`config.mk`:
```
export PLATFORM = sky130hd
export DESIGN_NAME = burst_gain_ramp
export DESIGN_NICKNAME = d
export VERILOG_FILES = /design/src/rtl/burst_gain_pkg.sv /design/src/rtl/gain_ptr_ctrl.sv /design/src/rtl/gain_ram.sv /design/src/rtl/gain_apply.sv /design/src/rtl/burst_gain_ramp.sv
export SDC_FILE = /design/constraint.sdc
export NUM_CORES = 2
export LEC_CHECK = 0
export CAP_MARGIN = 40
export CORE_MARGIN = 1
export CORE_UTILIZATION = 45
export CTS_CLUSTER_DIAMETER = 40
export DETAILED_ROUTE_END_ITERATION = 16
export SETUP_SLACK_MARGIN = 0.4
export SYNTH_ARGS = -nofsm -noshare
export SYNTH_HDL_FRONTEND = slang
export SYNTH_HIERARCHICAL = 1
export SYNTH_SLANG_ARGS = --single-unit
```
`constraint.sdc`:
```
create_clock -name clk -period 1.3 [get_ports clk]
set_input_delay 0.26 -clock clk [delete_from_list [all_inputs] [get_ports clk]]
set_output_delay 0.26 -clock clk [all_outputs]
set_load 0.03 [all_outputs]
```
`src/rtl/burst_gain_pkg.sv`:
```
package burst_gain_pkg;
  typedef enum logic [1:0] {
    MV_STAY = 2'd0,
    MV_UP   = 2'd1,
    MV_DOWN = 2'd2
  } ptr_move_e;

  function automatic logic [31:0] unity_word(input int gain_w);
    return 32'd1 << (gain_w - 1);
  endfunction
endpackage

```
`src/rtl/gain_ptr_ctrl.sv`:
```
module gain_ptr_ctrl
  import burst_gain_pkg::*;
#(
  parameter int ADDR_W = 7
) (
  input  logic              clk,
  input  logic              rst_n,
  input  logic              prof_en,
  input  logic              txen,
  input  logic              step_en,
  input  logic              hold,
  input  logic [ADDR_W-1:0] len,
  output logic [ADDR_W-1:0] ptr
);
  ptr_move_e         move;
  logic [ADDR_W-1:0] ptr_d;

  always_comb begin
    move = MV_STAY;
    if (step_en && !hold) begin
      if (txen) begin
        if (ptr < len)      move = MV_UP;
        else if (ptr > len) move = MV_DOWN;
      end else if (ptr != '0) begin
        move = MV_DOWN;
      end
    end
  end

  always_comb begin
    if (!prof_en)             ptr_d = '0;
    else if (move == MV_UP)   ptr_d = ptr + 1'b1;
    else if (move == MV_DOWN) ptr_d = ptr - 1'b1;
    else                      ptr_d = ptr;
  end

  always_ff @(posedge clk or negedge rst_n) begin
    if (!rst_n) ptr <= '0;
    else        ptr <= ptr_d;
  end

  assert_ptr_clear_R3: assert property (@(posedge clk) disable iff (!rst_n)
    !prof_en |=> ptr == '0);
  assert_ptr_unit_step_R4: assert property (@(posedge clk) disable iff (!rst_n)
    prof_en |=> (ptr == $past(ptr) || ptr == $past(ptr) + 1'b1 || ptr == $past(ptr) - 1'b1));
  assert_ptr_stop_at_len_R4: assert property (@(posedge clk) disable iff (!rst_n)
    prof_en && txen && ptr == len |=> $stable(ptr));
  assert_ptr_floor_R5: assert property (@(posedge clk) disable iff (!rst_n)
    prof_en && !txen && ptr == '0 |=> ptr == '0);
  assert_ptr_idle_R7: assert property (@(posedge clk) disable iff (!rst_n)
    prof_en && (!step_en || hold) |=> $stable(ptr));
endmodule

```
`src/rtl/gain_ram.sv`:
```
module gain_ram #(
  parameter int ADDR_W = 7,
  parameter int GAIN_W = 12
) (
  input  logic              clk,
  input  logic              wr_en,
  input  logic [ADDR_W-1:0] wr_addr,
  input  logic [GAIN_W-1:0] wr_data,
  input  logic [ADDR_W-1:0] rd_addr,
  output logic [GAIN_W-1:0] rd_data
);
  localparam int DEPTH = 1 << ADDR_W;

  logic [GAIN_W-1:0] mem [DEPTH];

  always_ff @(posedge clk) begin
    if (wr_en) mem[wr_addr] <= wr_data;
  end

  assign rd_data = mem[rd_addr];
endmodule

```
`src/rtl/gain_apply.sv`:
```
module gain_apply #(
  parameter int DATA_W = 16,
  parameter int GAIN_W = 12
) (
  input  logic              clk,
  input  logic              rst_n,
  input  logic [DATA_W-1:0] sample_in,
  input  logic [GAIN_W-1:0] gain,
  output logic [DATA_W-1:0] sample_out
);
  localparam int PROD_W = DATA_W + GAIN_W + 1;
  localparam int FRAC_W = GAIN_W - 1;
  localparam logic [GAIN_W-1:0] UNITY = GAIN_W'(burst_gain_pkg::unity_word(GAIN_W));

  logic signed [PROD_W-1:0] prod;
  logic signed [PROD_W-1:0] scaled;
  logic [DATA_W-1:0]        out_d;

  always_comb begin
    prod   = $signed(sample_in) * $signed({1'b0, gain});
    scaled = prod >>> FRAC_W;
    out_d  = scaled[DATA_W-1:0];
  end

  always_ff @(posedge clk or negedge rst_n) begin
    if (!rst_n) sample_out <= '0;
    else        sample_out <= out_d;
  end

  assert_unity_pass_R2: assert property (@(posedge clk) disable iff (!rst_n)
    gain == UNITY |=> sample_out == $past(sample_in));
  assert_zero_gain_R2: assert property (@(posedge clk) disable iff (!rst_n)
    gain == '0 |=> sample_out == '0);
endmodule

```
`src/rtl/burst_gain_ramp.sv`:
```
module burst_gain_ramp #(
  parameter int DATA_W = 16,
  parameter int GAIN_W = 12,
  parameter int ADDR_W = 7
) (
  input  logic              clk,
  input  logic              rst_n,
  input  logic              step_en,
  input  logic              txen,
  input  logic              prof_en,
  input  logic              hold,
  input  logic              bypass,
  input  logic [ADDR_W-1:0] prof_len,
  input  logic              wr_en,
  input  logic [ADDR_W-1:0] wr_addr,
  input  logic [GAIN_W-1:0] wr_data,
  input  logic [DATA_W-1:0] sample_in,
  output logic [DATA_W-1:0] sample_out
);
  localparam logic [GAIN_W-1:0] UNITY = GAIN_W'(burst_gain_pkg::unity_word(GAIN_W));

  logic [1:0]        rst_sync;
  logic              core_rst_n;
  logic [ADDR_W-1:0] ptr;
  logic [GAIN_W-1:0] ram_word;
  logic [GAIN_W-1:0] gain_q;
  logic [GAIN_W-1:0] gain_d;
  logic              gain_ce;

  always_ff @(posedge clk or negedge rst_n) begin
    if (!rst_n) rst_sync <= 2'b00;
    else        rst_sync <= {rst_sync[0], 1'b1};
  end
  assign core_rst_n = rst_sync[1];

  gain_ptr_ctrl #(.ADDR_W(ADDR_W)) u_ptr (
    .clk     (clk),
    .rst_n   (core_rst_n),
    .prof_en (prof_en),
    .txen    (txen),
    .step_en (step_en),
    .hold    (hold),
    .len     (prof_len),
    .ptr     (ptr)
  );

  gain_ram #(.ADDR_W(ADDR_W), .GAIN_W(GAIN_W)) u_ram (
    .clk     (clk),
    .wr_en   (wr_en),
    .wr_addr (wr_addr),
    .wr_data (wr_data),
    .rd_addr (ptr),
    .rd_data (ram_word)
  );

  assign gain_ce = !hold;

  always_comb begin
    if (!prof_en)    gain_d = UNITY;
    else if (bypass) gain_d = txen ? UNITY : '0;
    else             gain_d = ram_word;
  end

  always_ff @(posedge clk or negedge core_rst_n) begin
    if (!core_rst_n)  gain_q <= '0;
    else if (gain_ce) gain_q <= gain_d;
  end

  gain_apply #(.DATA_W(DATA_W), .GAIN_W(GAIN_W)) u_apply (
    .clk        (clk),
    .rst_n      (core_rst_n),
    .sample_in  (sample_in),
    .gain       (gain_q),
    .sample_out (sample_out)
  );

  assert_gain_frozen_R8: assert property (@(posedge clk) disable iff (!core_rst_n)
    hold |=> $stable(gain_q));
  assert_bypass_gate_R9: assert property (@(posedge clk) disable iff (!core_rst_n)
    prof_en && bypass && !hold |=> gain_q == ($past(txen) ? UNITY : '0));
  assert_unity_when_off_R3: assert property (@(posedge clk) disable iff (!core_rst_n)
    !prof_en && !hold |=> gain_q == UNITY);
  assert_gain_follows_ptr_R10: assert property (@(posedge clk) disable iff (!core_rst_n)
    prof_en && !bypass && !hold && !wr_en |=> gain_q == $past(ram_word));
  assert_reset_out_R10: assert property (@(posedge clk)
    !rst_n |-> sample_out == '0);
endmodule

```
==> Word-level counts from Yosys, hierarchy flattened <==
Memory sizes are Yosys's and may differ from the RTL's.
Cells that the tools add are included.
{ "totals": {"in_bits": 50, "out_inout_bits": 16, "n_memories": 1, "register_bits": 37, "wordCells": 29, "mem_bits_rw": 1536} }
{ "op_classes": {"add_sub_neg": 2, "n_reduce_logical": 3, "n_mux": 13, "n_lt_le_gt_ge": 2, "n_eq_ne": 3, "n_mul": 1} }
{ "memory_table": {"columns": ["memory", "words", "width", "read_ports", "rd_clocked_by_memory_dff", "write_ports", "line", "text"], "rows": [
  ["u_ram.mem", 128, 12, 1, 0, 1, "gain_ram.sv:14", "logic [GAIN_W-1:0] mem [DEPTH];"]
]} }
{ "op_table": {"columns": ["op", "n"], "rows": [
  ["$mux W12", 3],
  ["$mul A16 B13 Y27", 1],
  ["$mux W7", 3],
  ["$mux W2", 5],
  ["$add A7 B1 Y7 const B", 1],
  ["$gt A7 B7 Y1", 1],
  ["$lt A7 B7 Y1", 1],
  ["$reduce_bool A7 Y1", 1],
  ["$sub A7 B1 Y7 const B", 1],
  ["$ne A3 B1 Y1 const B", 1],
  ["$eq A2 B1 Y1 const B", 1],
  ["$eq A2 B2 Y1 const B", 1],
  ["$mux W1", 2],
  ["$logic_and A1 B1 Y1", 1],
  ["$logic_not A1 Y1", 1]
]} }

==> Depth between registers and ports, before layout <==
{ "depth": {"word_depth": 9, "ltp_mapped": 20, "depth_no_buf": 19} }

==> By module <==
The synthesis kept the hierarchy.
{ "by_module_without_submodules": {"columns": ["module", "cells_each", "seq_area_each_um2", "area_per_inst_um2", "instances"], "rows": [
  ["gain_ram", 2350, 46124.2, 58887.7, 1],
  ["gain_apply", 772, 400.4, 7024.2, 1],
  ["gain_ptr_ctrl", 78, 175.2, 738.2, 1],
  ["burst_gain_ramp", 56, 350.3, 630.6, 1]
]} }

==> Worst setup path before layout <==
No wires, ideal clock.
{ "synth_path": {"path_kind": "register -> register", "startpoint": "reg gain_q[1]", "endpoint": "reg u_apply.sample_out[11]", "path_buffers": 1, "setup_time_ns": 0.104, "stages_incl_launch_ff": 20, "setup_slack_ns": -3.801, "t_required_ns": 1.196, "t_arrival_ns": 4.998, "cell_sequence": "dfrtp_1 -> clkbuf_1 -> and2_1 -> fa_1 -> inv_1 -> fa_1 -> inv_1 -> fa_1 -> fa_1 -> inv_1 -> fa_1 -> inv_1 -> ha_1 -> a21o_1 -> a2111oi_4 -> nand2_1 -> o21ai_4 -> a21oi_2 -> or4_1 -> o311ai_1"} }
{ "synth_via": {"elab_chain_cells": 1} }
{ "synth_lines": {"columns": ["element", "line", "text"], "rows": [
  ["start, declared", "burst_gain_ramp.sv:26", "logic [GAIN_W-1:0] gain_q;"],
  ["start signal, assigned", "burst_gain_ramp.sv:66", "else if (gain_ce) gain_q <= gain_d;"],
  ["$mul A16 B13 Y27", "gain_apply.sv:20", "prod = $signed(sample_in) * $signed({1'b0, gain});"],
  ["named net u_apply.prod[22]", "gain_apply.sv:15", "logic signed [PROD_W-1:0] prod;"],
  ["end signal, assigned", "gain_apply.sv:27", "else sample_out <= out_d;"],
  ["end, declared", "gain_apply.sv:9", "output logic [DATA_W-1:0] sample_out"]
]} }
The timed path passes the listed nets, and every way through them passes these cells.
A chain may end at the register's enable or synchronous reset.

==> Final worst setup path <==
Ends and elaborated chain as after synthesis.

==> results.md <==
Min path:
- The worst hold path passes through 2 cells.
- In this run the worst hold path is classified as input port to register.

Synth:
- The number of cells produced by synthesis is about 3300.
- The most frequent cell after synthesis is edfxtp_1.
- For this run, the register share of the synthesized area comes to 0.699.
- Of the post-synthesis cell area, the dominant cell type holds 0.686.
- The number of synthesized flops with an enable pin is between 1500 and 2000.
- The number of distinct standard cells referenced by the synthesized netlist is 58.
- The number of nets in the synthesized netlist is roughly 3500.
- Ranked by total cell area, the synthesized netlist is headed by edfxtp_1 69%, mux4_2 17%, fa_1 5.1%.
- For this run, asynchronously set or reset flops after synthesis account for 0.0235.
- The number of storage elements in the synthesis netlist is between 1500 and 2000.
- The number of warnings issued by yosys is 6.
- Ranked by instance count, the synthesized netlist is headed by 1536 x edfxtp_1, 504 x mux4_2, 226 x inv_1.
- For this run, the leading register cell type out of synthesis is edfxtp_1.
- After synthesis the cells add up to 67300 um^2.
- The synthesized area per cell is between 20 and 25 um^2.
- The synthesized design spends more area on one cell type than any other, namely edfxtp_1.

Drt:
- The violation count after the first detailed-route iteration is approximately 3300.
- The via density per instance is about 5.7.
- The routed wire length per instance is roughly 29 um.
- The first TritonRoute pass finished after 8 iterations.
- The final routed wirelength across all metal layers is 175 mm.
- The overall via count from detail_route is between 30000 and 40000.
- The detail route stage leaves a number of antenna-violating nets equal to 0.
- For this run, design rule violations remaining after detail routing come to 0.

GRT:
- For this run, global-route usage on met2 was measured as 0.379.
- The most used routing layer in global routing is met2.
- For this run, global-route usage on met1 was measured as 0.333.
- The pin count of the biggest net entering global routing is slightly below 80.
- The first global-routing pass estimated 254 mm of wire.
- The aggregate global-route resource usage is 0.234.
- The global routing usage on met3 is 0.0449.
- The number of global-route vias before repair was between 30000 and 40000.
- The aggregate global routing overflow is 0.
- The initial antenna violation count is 5.

Power and ir drop:
- The total power is roughly 0.15 W.
- The analysis attributes to cell leakage a power of 29.5 nW.
- The worst supply voltage drop on vdd is roughly 0.0015 V.
- In this run the power density over the cells is 1690 nW/um^2.

Setup path:
- The kind of launch point of the worst setup path is a register.
- The critical path contains buffers and inverters numbering 2 combined.
- Data arrives at the worst endpoint at just under 6 ns.
- In this design, the stage delay of the slowest critical-path cell is about 0.57 ns.
- The path length in cells of the critical path is 16.
- STA classifies the critical path endpoint as a register.
- The critical path start-end classification is register to register.
- The critical path's top delay family is adder cells.
- In this design, the critical path's most frequently occurring cell is fa_1.
- The number of cells on the worst reg-to-reg path is 16.
- Traced cell by cell, the critical path runs through and2_4 -> fa_1 -> inv_1 -> fa_1 -> inv_2 -> fa_1 -> fa_1 -> fa_1 -> ha_4 -> a21o_1 -> a2111oi_4 -> nand2_2 -> o21ai_4 -> a21oi_2 -> or4_1 -> o311ai_1.
- Of all nets on the critical path, the largest fanout is 5.
- The endpoint required time on the critical path is 2.00 ns.
- The largest individual stage delay along the critical path comes from the cell fa_1.

Clock tree:
- The root buffer cell chosen for the clock tree is clkbuf_16.
- The latest clock arrival within the worst-skew pair is around 0.83 ns.
- Clock tree synthesis inserted a total of between 150 and 200 buffers.
- After clock tree synthesis, the clock-pin slew on the worst setup and hold paths is 0.06 ns.
- The CTS H-tree depth is 4.
- The TritonCTS clock tree is built.
- The total number of clock tree sinks is between 1500 and 2000.
- The maximum count of clock buffers along a single path is 3.

Die:
- The placeable core region is 148000 um^2.
- For this configuration, the core starts out at a cell density of 0.455.
- The number of rows in the core area is around 140.
- The overall die width is between 300 and 400 um.
- The die outline area is around 150000 um^2.
- For this design the top-level I/O count stands at 66.
- The die is 389 um tall.

STA:
- The minimum period implied by the final worst setup slack is around 5.2 ns.
- The post-route clock period utilization is 4.03.
- The final number of hold-violating endpoints is 0.
- Across the routed clock network, the largest skew measured is roughly 0.027 ns.
- Hold is met by just over 0.05 ns.
- The number of pins with negative max-slew slack in the final report is 0.
- The total setup violations reported at the end of the flow is 51.
- Setup repair after global routing could not meet its margin everywhere.
- The fmax is about 0.19 GHz.
- The transition time of the tightest slew-check pin is about 0.64 ns.
- The final worst setup slack is -3.94 ns.
- The worst pin sits at a relative slew slack of 0.571.

Placed design:
- The final weighted congestion in routability-driven placement is roughly 0.85.
- The setup slack at placement is -4.43 ns.
- During placement, the flow inserted port buffers numbering 65.
- Once detailed placement completed, the half-perimeter wirelength came to about 110 mm.

Layout:
- The net count of the finished layout is 4303.
- The number of antenna diodes in the final layout is 0.
- The synthesis-to-finish area growth is 29.5%.
- In the final layout, the share of cells above drive strength 1 is 0.428.
- Fill cells in the final layout number approximately 10000.

Flow run:
- The max-capacitance violation count is 0.

Status:
- The flow ran to the end, but the final reports show violations.
- The final reports fail on negative setup slack.
## stage by stage
step | utilization | instances | area [um^2] | setup TNS (ns)
detailed placement | 0.519 | 5564 | 76900 | -1407.14
global placement | 0.519 | 5564 | 76900 | -1400.95
CTS | 0.580 | 6039 | 85900 | -101.13
finish | 0.589 | 6109 | 87100 | -100.71
global route | 0.589 | 6109 | 87100 | -105.22
floorplan | - | 3256 | 69300 | -425.63
## final timing paths
kind	from	endpoint	slack, ns
min in group asynchronous	rst_n	rst_sync[0]$_DFF_PN0_	0.18
setup reg to reg	gain_q[1]$_DFFE_PN0N_	u_apply/sample_out[11]$_DFF_PN0_	-3.94
hold / removal	wr_data[9]	u_ram/mem[117][9]$_DFFE_PP_	0.05
hold reg to reg	rst_sync[1]$_DFF_PN0_	gain_q[10]$_DFFE_PN0N_	0.21
setup / recovery	gain_q[1]$_DFFE_PN0N_	u_apply/sample_out[11]$_DFF_PN0_	-3.94
max in group asynchronous	rst_sync[1]$_DFF_PN0_	u_ptr/ptr[0]$_DFFE_PN0P_	0.86
## cell families after synthesis
family | Yosys count | share of synthesized area
DFF | 1573 | 0.699
muxes | 522 | 0.172
and+or+nand+nor | 436 | 0.0306
buffers and inverters | 386 | 0.0234
adders and majority gates | 241 | 0.0638
AOI/OAI and AO/OA | 70 | 0.00770
xor gates and xnor gates | 27 | 0.00351
other | 1 | 0.0000557
## power breakdown
part,switching (W),leakage (nW),internal [W]
clock network,0.0218,3.22,0.0330
logic,0.0183,12.0,0.0176
registers,0.000362,14.3,0.0564
## state kept, by name (all words and copies together), names as in the netlist
name / cells
u_ram/mem: 1536
u_apply/sample_out: 16
rst_sync: 2
u_ptr/ptr: 7
gain_q: 12
## what timing repair did
item	in CTS	in global routing
endpoints found under the hold margin	762	7
endpoints found under the setup margin	1587	758
pin swaps	62	57
hold buffers	13	2
resized for setup	354	114
gates cloned	31	13
setup buffers	69	56
## cell usage in the layout (no fill, tap or decap), drive strengths merged, types with 13 or more instances in the layout
cell,n
edfxtp,1536
buf,662
mux4,504
inv,252
clkbuf,237
fa,170
nor2,135
nand2,131
and2,94
clkinv,75
ha,71
dfrtp,37
clkdlybuf4s50,29
bufinv,25
xnor2,20
a21oi,20
o21ai,19
nand2b,15
dlygate4sd3,14
nand3,14
nor2b,13
## layer usage
metal,part of all wire,vias to the layer above
li1,-,14500
met1,0.41,18900
met2,0.50,1284
met3,0.073,174
met4,0.016,0
met5,0,-
## layout make-up
class / count / area [um^2] / share of cell area
clock buffers: 226 / 5000 / 0.0573
clock inverters: 136 / 1690 / 0.0194
inverters: 227 / 865 / 0.00992
multi-input cells: 1297 / 20600 / 0.237
flip-flops and latches: 1573 / 47100 / 0.540
well taps: 1930 / 2410 / 0.0277
repair buffers: 720 / 9450 / 0.108
Power figures use the tool's default switching activity.
